==> config.mk <==
export PLATFORM = sky130hd
export DESIGN_NAME = mode_timer
export DESIGN_NICKNAME = d
export VERILOG_FILES = /design/src/rtl/mtmr_pkg.sv /design/src/rtl/mtmr_sync.sv /design/src/rtl/mtmr_regs.sv /design/src/rtl/mtmr_tick_gen.sv /design/src/rtl/mtmr_core.sv /design/src/rtl/mode_timer.sv
export SDC_FILE = /design/constraint.sdc
export NUM_CORES = 1
export LEC_CHECK = 0
export ABC_CLOCK_PERIOD_IN_PS = 3600
export BUFFER_PORTS_ARGS = -buffer_cell sky130_fd_sc_hd__buf_2
export CORE_MARGIN = 2
export CORE_UTILIZATION = 45
export CTS_CLUSTER_SIZE = 12
export DETAILED_ROUTE_END_ITERATION = 16
export SETUP_SLACK_MARGIN = 0.2
export SYNTH_ARGS = -nofsm -noshare
export SYNTH_HDL_FRONTEND = slang
export SYNTH_SLANG_ARGS = --single-unit
==> constraint.sdc <==
create_clock -name clk -period 3.6 [get_ports clk]
set_clock_uncertainty 0.15 [all_clocks]
set_input_delay 0.54 -clock clk [delete_from_list [all_inputs] [get_ports clk]]
set_output_delay 0.54 -clock clk [all_outputs]
set_load 0.01 [all_outputs]
==> src/rtl/mtmr_pkg.sv <==
package mtmr_pkg;

    typedef enum logic [1:0] {
        MODE_IDLE    = 2'b00,
        MODE_EVENT   = 2'b01,
        MODE_TIMER   = 2'b10,
        MODE_CAPTURE = 2'b11
    } mode_e;

    typedef struct packed {
        mode_e mode;
        logic  src;
        logic  on;
        logic  edge_sel;
    } ctrl_t;

    localparam int A_CTRL = 0;
    localparam int A_PSC  = 1;
    localparam int A_PRE  = 2;
    localparam int A_CNT  = 3;
    localparam int A_STAT = 4;

endpackage

==> src/rtl/mtmr_sync.sv <==
module mtmr_sync #(
    parameter int STAGES = 2
) (
    input  logic clk,
    input  logic rst_n,
    input  logic async_i,
    output logic level_o,
    output logic prev_o
);
    localparam int CHAIN_W = STAGES + 1;

    logic [CHAIN_W-1:0] chain_d, chain_q;

    always_comb begin
        chain_d = {chain_q[CHAIN_W-2:0], async_i};
    end

    always_ff @(posedge clk) begin
        if (!rst_n) chain_q <= '0;
        else        chain_q <= chain_d;
    end

    assign level_o = chain_q[STAGES-1];
    assign prev_o  = chain_q[STAGES];
endmodule

==> src/rtl/mtmr_regs.sv <==
module mtmr_regs
    import mtmr_pkg::*;
#(
    parameter int CNT_W  = 8,
    parameter int PSC_W  = 3,
    parameter int ADDR_W = 3
) (
    input  logic              clk,
    input  logic              rst_n,
    input  logic              wr_en,
    input  logic [ADDR_W-1:0] wr_addr,
    input  logic [CNT_W-1:0]  wr_data,
    output ctrl_t             ctrl_o,
    output logic [PSC_W-1:0]  psc_o,
    output logic [CNT_W-1:0]  pre_o,
    output logic              load_o,
    output logic [CNT_W-1:0]  load_val_o,
    output logic              flag_clr_o
);
    typedef struct packed {
        ctrl_t             ctrl;
        logic [PSC_W-1:0]  psc;
        logic [CNT_W-1:0]  pre;
    } regs_t;

    regs_t reg_d, reg_q;

    always_comb begin
        reg_d      = reg_q;
        load_o     = 1'b0;
        flag_clr_o = 1'b0;
        load_val_o = wr_data;
        if (wr_en) begin
            case (wr_addr)
                ADDR_W'(A_CTRL): begin
                    reg_d.ctrl.mode     = mode_e'(wr_data[7:6]);
                    reg_d.ctrl.src      = wr_data[5];
                    reg_d.ctrl.on       = wr_data[4];
                    reg_d.ctrl.edge_sel = wr_data[3];
                end
                ADDR_W'(A_PSC): begin
                    reg_d.psc = wr_data[PSC_W-1:0];
                end
                ADDR_W'(A_PRE): begin
                    reg_d.pre = wr_data;
                    // a stopped counter follows the preload write
                    load_o    = !reg_q.ctrl.on;
                end
                ADDR_W'(A_STAT): begin
                    flag_clr_o = wr_data[0];
                end
                default: ;
            endcase
        end
    end

    always_ff @(posedge clk) begin
        if (!rst_n) reg_q <= '0;
        else        reg_q <= reg_d;
    end

    assign ctrl_o = reg_q.ctrl;
    assign psc_o  = reg_q.psc;
    assign pre_o  = reg_q.pre;
endmodule

==> src/rtl/mtmr_tick_gen.sv <==
module mtmr_tick_gen #(
    parameter int PSC_W    = 3,
    parameter int SYSDIV_W = 2
) (
    input  logic             clk,
    input  logic             rst_n,
    input  logic             run_i,
    input  logic             src_i,
    input  logic [PSC_W-1:0] psc_i,
    input  logic             slow_lvl_i,
    input  logic             slow_prev_i,
    output logic             tick_o
);
    localparam int PRE_W = (1 << PSC_W) - 1;

    typedef struct packed {
        logic [SYSDIV_W-1:0] div;
        logic [PRE_W-1:0]    pre;
    } tick_t;

    tick_t st_d, st_q;
    logic             base_tick;
    logic [PRE_W-1:0] pre_mask;

    always_comb begin
        st_d      = st_q;
        // divided system clock falls as the divider wraps; slow clock on its falling edge
        base_tick = src_i ? (slow_prev_i && !slow_lvl_i) : (st_q.div == '1);
        pre_mask  = PRE_W'((1 << psc_i) - 1);
        tick_o    = run_i && base_tick && ((st_q.pre & pre_mask) == pre_mask);
        if (!run_i) begin
            st_d.div = '0;
            st_d.pre = '0;
        end else begin
            st_d.div = st_q.div + 1'b1;
            if (base_tick) st_d.pre = st_q.pre + 1'b1;
        end
    end

    always_ff @(posedge clk) begin
        if (!rst_n) st_q <= '0;
        else        st_q <= st_d;
    end
endmodule

==> src/rtl/mtmr_core.sv <==
module mtmr_core
    import mtmr_pkg::*;
#(
    parameter int CNT_W = 8
) (
    input  logic             clk,
    input  logic             rst_n,
    input  ctrl_t            ctrl_i,
    input  logic [CNT_W-1:0] pre_i,
    input  logic             load_i,
    input  logic [CNT_W-1:0] load_val_i,
    input  logic             flag_clr_i,
    input  logic             pin_lvl_i,
    input  logic             pin_prev_i,
    input  logic             tick_i,
    input  logic             irq_en_i,
    output logic [CNT_W-1:0] cnt_o,
    output logic             flag_o,
    output logic             irq_o
);
    typedef struct packed {
        logic [CNT_W-1:0] cnt;
        logic             flag;
        logic             active;
        logic             irq;
    } core_t;

    core_t st_d, st_q;
    logic pin_rise, pin_fall, start_edge, stop_edge, step, wrap;

    always_comb begin
        st_d       = st_q;
        pin_rise   = pin_lvl_i && !pin_prev_i;
        pin_fall   = !pin_lvl_i && pin_prev_i;
        start_edge = ctrl_i.edge_sel ? pin_rise : pin_fall;
        stop_edge  = ctrl_i.edge_sel ? pin_fall : pin_rise;

        case (ctrl_i.mode)
            MODE_EVENT:   step = ctrl_i.on && (ctrl_i.edge_sel ? pin_fall : pin_rise);
            MODE_TIMER:   step = tick_i;
            MODE_CAPTURE: step = tick_i && st_q.active;
            default:      step = 1'b0;
        endcase
        wrap = step && (st_q.cnt == '1);

        if (ctrl_i.mode != MODE_CAPTURE || !ctrl_i.on) st_d.active = 1'b0;
        else if (start_edge)                           st_d.active = 1'b1;
        else if (stop_edge)                            st_d.active = 1'b0;

        if (load_i)    st_d.cnt = load_val_i;
        else if (wrap) st_d.cnt = pre_i;
        else if (step) st_d.cnt = st_q.cnt + 1'b1;

        if (wrap)            st_d.flag = 1'b1;
        else if (flag_clr_i) st_d.flag = 1'b0;

        st_d.irq = wrap && irq_en_i;
    end

    always_ff @(posedge clk) begin
        if (!rst_n) st_q <= '0;
        else        st_q <= st_d;
    end

    assign cnt_o  = st_q.cnt;
    assign flag_o = st_q.flag;
    assign irq_o  = st_q.irq;
endmodule

==> src/rtl/mode_timer.sv <==
module mode_timer
    import mtmr_pkg::*;
#(
    parameter int CNT_W       = 8,
    parameter int PSC_W       = 3,
    parameter int ADDR_W      = 3,
    parameter int SYSDIV_W    = 2,
    parameter int SYNC_STAGES = 2
) (
    input  logic              clk,
    input  logic              rst_n,
    input  logic              wr_en,
    input  logic [ADDR_W-1:0] wr_addr,
    input  logic [CNT_W-1:0]  wr_data,
    input  logic [ADDR_W-1:0] rd_addr,
    output logic [CNT_W-1:0]  rd_data,
    input  logic              slow_clk,
    input  logic              ext_pin,
    input  logic              irq_en,
    output logic              irq
);
    localparam int N_ASYNC  = 2;
    localparam int IDX_PIN  = 0;
    localparam int IDX_SLOW = 1;

    ctrl_t             ctrl_w;
    logic [PSC_W-1:0]  psc_w;
    logic [CNT_W-1:0]  pre_w, cnt_w, load_val_w;
    logic              load_w, flag_clr_w, flag_w, tick_w, run_w;
    logic [N_ASYNC-1:0] async_in, sync_lvl, sync_prev;

    assign async_in[IDX_PIN]  = ext_pin;
    assign async_in[IDX_SLOW] = slow_clk;

    for (genvar g = 0; g < N_ASYNC; g++) begin : g_sync
        mtmr_sync #(.STAGES(SYNC_STAGES)) u_sync (
            .clk     (clk),
            .rst_n   (rst_n),
            .async_i (async_in[g]),
            .level_o (sync_lvl[g]),
            .prev_o  (sync_prev[g])
        );
    end

    mtmr_regs #(.CNT_W(CNT_W), .PSC_W(PSC_W), .ADDR_W(ADDR_W)) u_regs (
        .clk        (clk),
        .rst_n      (rst_n),
        .wr_en      (wr_en),
        .wr_addr    (wr_addr),
        .wr_data    (wr_data),
        .ctrl_o     (ctrl_w),
        .psc_o      (psc_w),
        .pre_o      (pre_w),
        .load_o     (load_w),
        .load_val_o (load_val_w),
        .flag_clr_o (flag_clr_w)
    );

    assign run_w = ctrl_w.on &&
                   (ctrl_w.mode == MODE_TIMER || ctrl_w.mode == MODE_CAPTURE);

    mtmr_tick_gen #(.PSC_W(PSC_W), .SYSDIV_W(SYSDIV_W)) u_tick (
        .clk         (clk),
        .rst_n       (rst_n),
        .run_i       (run_w),
        .src_i       (ctrl_w.src),
        .psc_i       (psc_w),
        .slow_lvl_i  (sync_lvl[IDX_SLOW]),
        .slow_prev_i (sync_prev[IDX_SLOW]),
        .tick_o      (tick_w)
    );

    mtmr_core #(.CNT_W(CNT_W)) u_core (
        .clk        (clk),
        .rst_n      (rst_n),
        .ctrl_i     (ctrl_w),
        .pre_i      (pre_w),
        .load_i     (load_w),
        .load_val_i (load_val_w),
        .flag_clr_i (flag_clr_w),
        .pin_lvl_i  (sync_lvl[IDX_PIN]),
        .pin_prev_i (sync_prev[IDX_PIN]),
        .tick_i     (tick_w),
        .irq_en_i   (irq_en),
        .cnt_o      (cnt_w),
        .flag_o     (flag_w),
        .irq_o      (irq)
    );

    always_comb begin
        rd_data = '0;
        case (rd_addr)
            ADDR_W'(A_CTRL): rd_data[7:3] = {ctrl_w.mode, ctrl_w.src, ctrl_w.on, ctrl_w.edge_sel};
            ADDR_W'(A_PSC):  rd_data[PSC_W-1:0] = psc_w;
            ADDR_W'(A_PRE):  rd_data = pre_w;
            ADDR_W'(A_CNT):  rd_data = cnt_w;
            ADDR_W'(A_STAT): rd_data[0] = flag_w;
            default:         rd_data = '0;
        endcase
    end
endmodule

==> metrics, run 1 <==
outcome finished, final reports clean; RePlAce Congestion between 0.8 and 0.9; first-pass GRT wire length 8040 µm; die height between 70 and 80 µm; crit end category primary output; crit path launch type input pin; Lkg Pwr roughly 0.91 nW; Port-buffer cells 28; Detail Placement HPWL 3620 µm; CP bufs+invs 2; number of buffers created by CTS 5; RSZ-0062 raised after global routing false; commonest non-fill, non-tap cells in the layout dfxtp_1, nand2_1, buf_2, nor2_1, and2_1; clock power share 0.403; H-tree depth 2; post-synthesis cell area 2190 µm²; Rel. slew slack 0.330; Worst Max-Slew Pin Slew 1000 ps; mux cell area share after synthesis 0.0742; num ports 29; synthesis-stage register bit count 42; Clock Path Buffers 2; max_cap viols 0; critical path type in2out; Setup Buffers After CTS 0; via count of the first global-routing pass around 1700; power per standard cell area 368 nW/µm²; drt pass-1 iters 4; Worst EP required between 2000 and 3000 ps; Post-Place Worst Slack 1100 ps; DIE AREA about 5400 µm²; Syn Nets 279; Seq. cell area 841 µm²; antenna-violating nets left 0; grt total ovfl 0; slowest CP cell a221oi_1; delay of the slowest critical-path stage roughly 320 ps; Synth Area in XOR/XNOR 0.0240; post-synth top area share 0.384; Worst VDD drop 197 µV; NetSw between 0.2 and 0.25 mW; routed wire length around 4800 µm; Top FF cell, synth dfxtp_1; Arr. time, crit path 1790 ps; Fillers 480; Sw Ratio 0.223; clock-pin slew on the worst setup and hold paths 80 ps; post-synthesis cell type count 52; initial DRC count 76; Avg Inst Size Synth approximately 8.6 µm²; crit path cell chain buf_2, and2_1, a22oi_1, o21ai_1, a221oi_1, a21oi_1, buf_2; crit share post-route 0.688; CTS tree done; Overall Power 0.911 mW; top post-synthesis cells by area dfxtp_1, mux2i_1, nand2_1; drc violations 0; Int Pwr 0.708 mW; fin crit period 2480 ps; max-slew violations 0; clock sinks 42; CTS resizes 0; Post-synth EDFFs 0; Final WS setup 1120 ps; synthesized instance count 256; via count approximately 1800; Synth Area in Simple Gates 0.269; multi-input logic area 1280 µm²; CTS Root Buffer Type clkbuf_8; largest net degree at the start of global routing 28; row count 25; layout cells sized above 1 0.150; detail-routed net length per standard cell ~14 µm; f_max 0.404 GHz; Vias/cell approximately 5.3; final setup violating endpoints 0; Async S/R FF share, synth 0; Overall Global Routing Usage 0.192; part of the Yosys area used for sequential elements 0.384; Skew-Pair Late Insertion Delay 290 ps; Synth Area in Adders 0.0171; Area growth, synth to finish 12.9%; critical path fanouts, max 12; largest family of logic cells by synthesized area simple AND/OR/NAND/NOR gates; Core ar. ~4700 µm²; most common cell after layout, fill and taps aside dfxtp_1; Syn. warnings 0; Yosys top cell by area dfxtp_1; Hold Path Class reg2reg; Fin. Hold Viols 0; diode count 0; Initial Util 0.464; Crit path max-delay family compound AO/OA/AOI/OAI gates; hold buffers post-CTS 0; combinational power share 0.068; Compound-Gate Fraction of Synth Area 0.202; Reg power frac 0.529; crit-path most repeated cell buf_2; NumNets Final 302; initial antenna violation count 0; Post-Route Setup TNS 0 ps; die width 73.8 µm
## synth_stat cells (3+ instances only)
cell,count
mux2i_1,14
dfxtp_1,42
a21oi_1,15
a21boi_1,9
inv_1,4
and2_1,16
clkbuf_1,9
nand4_1,4
a221o_1,8
nand2_1,32
o21ai_0,7
a22oi_1,3
nand3_1,4
nor2_1,27
xor2_1,4
ha_1,3
nor2b_1,12
## metrics by stage
step                      utilization  hold slack (ps)  instances  cell area, µm²
after global placement          0.501              259        339            2360
after CTS                       0.524              279        347            2470
after floorplan                     -              249        256            2190
after detailed placement        0.501              267        339            2360
after global routing            0.524              292        347            2470
final                           0.524              274        347            2470
## final cells by class
class | instances | share of cell area
inverters | 4 | 0.00607
clock inverters | 2 | 0.0152
flip-flops and latches | 42 | 0.340
repair buffers | 28 | 0.0566
multi-input cells | 198 | 0.519
clock buffers | 6 | 0.0293
well taps | 67 | 0.0339
## state kept, by name, indices dropped and copies added (netlist names)
name,cells
u_tick.st_q,9
u_regs.psc_o,3
g_sync.u_sync.chain_q,6
u_core.irq_o,1
u_core.flag_o,1
u_regs.ctrl_o,5
u_core.cnt_o,8
u_regs.pre_o,8
u_core.st_q,1
## cell families (layout without fill, tap and decap cells)
logic type / count (synthesis) / after routing
AOI/OAI and AO/OA: 60 / 60
xor gates and xnor gates: 6 / 6
buffers and inverters: 16 / 40
and+or+nand+nor: 113 / 113
adders and majority gates: 3 / 3
muxes: 16 / 16
DFF: 42 / 42
## path summary, 6_finish.rpt
| kind | startpoint | endpoint | slack [ps] | cells past startpoint |
|---|---|---|---|---|
| min reg2reg | u_tick.st_q[7]$_SDFF_PN0_ | u_tick.st_q[7]$_SDFF_PN0_ | 270 | 1 |
| min | u_tick.st_q[7]$_SDFF_PN0_ | u_tick.st_q[7]$_SDFF_PN0_ | 270 | 1 |
| max | rd_addr[1] | rd_data[0] | 1120 | 7 |
| max reg2reg | g_sync[0].u_sync.chain_q[1]$_SDFF_PN0_ | u_core.cnt_o[2]$_SDFFE_PN0P_ | 1520 | 5 |
## power groups by stage
| stage | combinational [mW] | clock, mW | sequential [mW] |
|---|---|---|---|
| floorplan | 0.0411 | 0 | 0.489 |
| global placement | 0.0612 | 0 | 0.493 |
| detailed placement | 0.0621 | 0 | 0.493 |
| CTS | 0.0624 | 0.382 | 0.482 |
| global route | 0.0689 | 0.400 | 0.484 |
| finish | 0.0618 | 0.367 | 0.482 |
## metal layers
| metal | GRT usage | wire (µm) | vias up |
|---|---|---|---|
| met3 | 0.0370 | 186 | 6 |
| met4 | 0.0545 | 58 | 0 |
| li1 | - | - | 953 |
| met5 | 0 | 0 | - |
| met2 | 0.313 | 2240 | 29 |
| met1 | 0.258 | 2270 | 846 |
## worst reg2reg max path: cells and delay by family, from the launching register on
kind	cells	cell delay, ps
simple gates	2	860
compound gates	3	610
flops	1	420
(Power assumes the default switching activity.)
==> inputs of run 2 (changes only) <==
ABC_AREA = 1   (was default)
ABC_CLOCK_PERIOD_IN_PS = 2400   (was 3600)
clock period = 2.4 ns   (was 3.6 ns; I/O delays follow)
==> run 2 against run 1 <==
Worst setup slack got worse by 590 ps; non-clock buffer count rose by 4; via count is 12% higher; final cell count is 22% higher; largest power group unchanged; synthesized cell count increased by 25%; sequential power grew 51%.
==> metrics, run 2 <==
RSZ-0062 raised after global routing false; final setup violating endpoints 0 (unchanged); Hold Path Class in2reg; drt pass-1 iters 4 (unchanged); synthesis-stage register bit count 42 (unchanged); Overall Global Routing Usage 0.206 (+0.0144); outcome finished, final reports clean; top post-synthesis cells by area dfxtp_1, nand2_1, inv_1; Clock Path Buffers 2 (unchanged); first-pass GRT wire length 8640 µm (+7.5%); part of the Yosys area used for sequential elements 0.378 (-0.00582); Yosys top cell by area dfxtp_1; via count of the first global-routing pass 1952 (+17%); Port-buffer cells 28 (unchanged); Arr. time, crit path 1880 ps (+90 ps); Initial Util 0.468 (+0.00405); Syn. warnings 0 (unchanged); Worst Max-Slew Pin Slew 514 ps (-488 ps); critical path type reg2reg; NumNets Final 377 (+25%); Post-synth EDFFs 0 (unchanged); Avg Inst Size Synth 6.96 µm² (-19%); most common cell in the netlist nand2_1; Register-to-Register Path Depth 10 (+5); post-synthesis cell type count 33 (-37%); die width 74.3 µm (+0.72%); num ports 29 (unchanged); Fillers 516 (+7.5%); largest net degree at the start of global routing 23 (-18%); Detail Placement HPWL 3950 µm (+9.0%); fin crit period 1860 ps; Rel. slew slack 0.657 (+0.326); Syn Nets 343 (+23%); clock-pin slew on the worst setup and hold paths 80 ps (about the same); max-slew violations 0 (unchanged); crit path launch type flip-flop; Fin. Hold Viols 0 (unchanged); post-synth top area share 0.378 (-0.00582); Top FF cell, synth dfxtp_1; Async S/R FF share, synth 0 (unchanged); DIE AREA 5520 µm² (+1.5%); f_max 0.536 GHz; critical path fanouts, max 11 (-1); Area growth, synth to finish 15.3%; die height 74.3 µm (+0.72%); H-tree depth 2 (unchanged); drc violations 0 (unchanged); via count 2062 (+12%); antenna-violating nets left 0 (unchanged); Worst VDD drop 447 µV (+130%); Worst EP required 2420 ps (-490 ps); detail-routed net length per standard cell 12.1 µm (-12%); Core ar. 4750 µm² (+0.66%); Lkg Pwr 1.10 nW (+22%); WHS Path Cells 3 (+2); row count 25 (unchanged); initial DRC count 130 (+71%); CTS resizes 0 (unchanged); Post-Route Setup TNS 0 ps (unchanged); Vias/cell 4.89 (-7.6%); grt total ovfl 0 (unchanged); clock sinks 42 (unchanged); diode count 0 (unchanged); commonest non-fill, non-tap cells in the layout nand2_1, dfxtp_1, inv_1, nor2_1, buf_2; synthesized instance count 320 (+25%); most common cell after layout, fill and taps aside nand2_1; number of buffers created by CTS 5 (unchanged); Design Area, Final 2570 µm² (+3.7%); crit end category flip-flop; commonest cells in the netlist nand2_1, dfxtp_1, inv_1, nor2_1, a21oi_1; Seq. cell area 841 µm² (unchanged); Setup Buffers After CTS 0 (unchanged); CTS tree done; power per standard cell area 544 nW/µm² (+48%); post-synthesis cell area 2230 µm² (+1.5%); initial antenna violation count 0 (unchanged); routed wire length 5110 µm (+7.5%); number of flip-flops in the largest register 9 (unchanged); layout cells sized above 1 0.220 (+0.0697); Biggest register u_tick.st_q; placed cell area 2450 µm² (+3.8%); max_cap viols 0 (unchanged); multi-input logic area 1180 µm² (-8.1%); hold buffers post-CTS 0 (unchanged); Skew-Pair Late Insertion Delay 290 ps (about the same); CTS Root Buffer Type clkbuf_8; RePlAce Congestion 0.871 (+7.6%); crit share post-route 0.777
run 2: where the power goes:
group / total, mW / internal [mW] / leakage [nW] / switching, mW
clock network: 0.562 / 0.309 / 0.0504 / 0.253
registers: 0.729 / 0.713 / 0.341 / 0.0158
logic: 0.105 / 0.0396 / 0.713 / 0.0657
total: 1.40 / 1.06 / 1.10 / 0.334
run 2: cell families (layout without fill, tap and decap cells):
family / Yosys count / count (layout) / synth area share
adders and majority gates: 3 / 3 / 0.0169
DFF: 42 / 42 / 0.378
AOI/OAI and AO/OA: 52 / 52 / 0.131
xor gates and xnor gates: 6 / 6 / 0.0236
and+or+nand+nor: 166 / 166 / 0.359
buffers and inverters: 51 / 86 / 0.0916
run 2: final cells by class:
type / count / area share
multi-input combinational: 227 / 0.460
sequential: 42 / 0.327
inverter: 46 / 0.0692
timing repair buffer: 32 / 0.0663
tap: 67 / 0.0327
clock buffer: 5 / 0.0268
clock inverter: 3 / 0.0175
run 2: through the flow:
step	instances	hold slack, ps	util	setup WS (ps)	power [mW]
final	422	90.4	0.540	535	1.40
after global routing	422	92.5	0.540	354	1.47
after CTS	422	82.9	0.540	518	1.41
after detailed placement	414	255	0.516	541	0.850
after global placement	414	242	0.516	559	0.850
after floorplan	320	240	-	725	0.803
run 2: worst paths after layout:
| check | startpoint | to | slack (ps) |
|---|---|---|---|
| worst max-delay path | u_core.cnt_o[0]$_SDFFE_PN0P_ | u_core.cnt_o[0]$_SDFFE_PN0P_ | 540 |
| worst min-delay path | ext_pin | g_sync[0].u_sync.chain_q[0]$_SDFF_PN0_ | 90 |
| worst max register to register | u_core.cnt_o[0]$_SDFFE_PN0P_ | u_core.cnt_o[0]$_SDFFE_PN0P_ | 540 |
| worst min register to register | g_sync[1].u_sync.chain_q[0]$_SDFF_PN0_ | g_sync[1].u_sync.chain_q[1]$_SDFF_PN0_ | 270 |
run 2: layer usage:
layer	routed length, µm	up-vias	track usage	part of all wire
li1	-	1089	-	-
met1	2570	916	0.278	0.50
met2	2210	47	0.334	0.43
met3	229	10	0.0379	0.045
met4	109	0	0.0714	0.021
met5	0	-	0	0
run 2: critical path, stage by stage, from the launching register on:
cell and delay, ps:
dfxtp_1 420, ha_1 200, nand2_1 130, nor2_4 170, nand3_4 100, inv_2 220
o21ai_1 90, nand2_1 70, nand2_1 40, a21oi_1 110, nor2_1 50
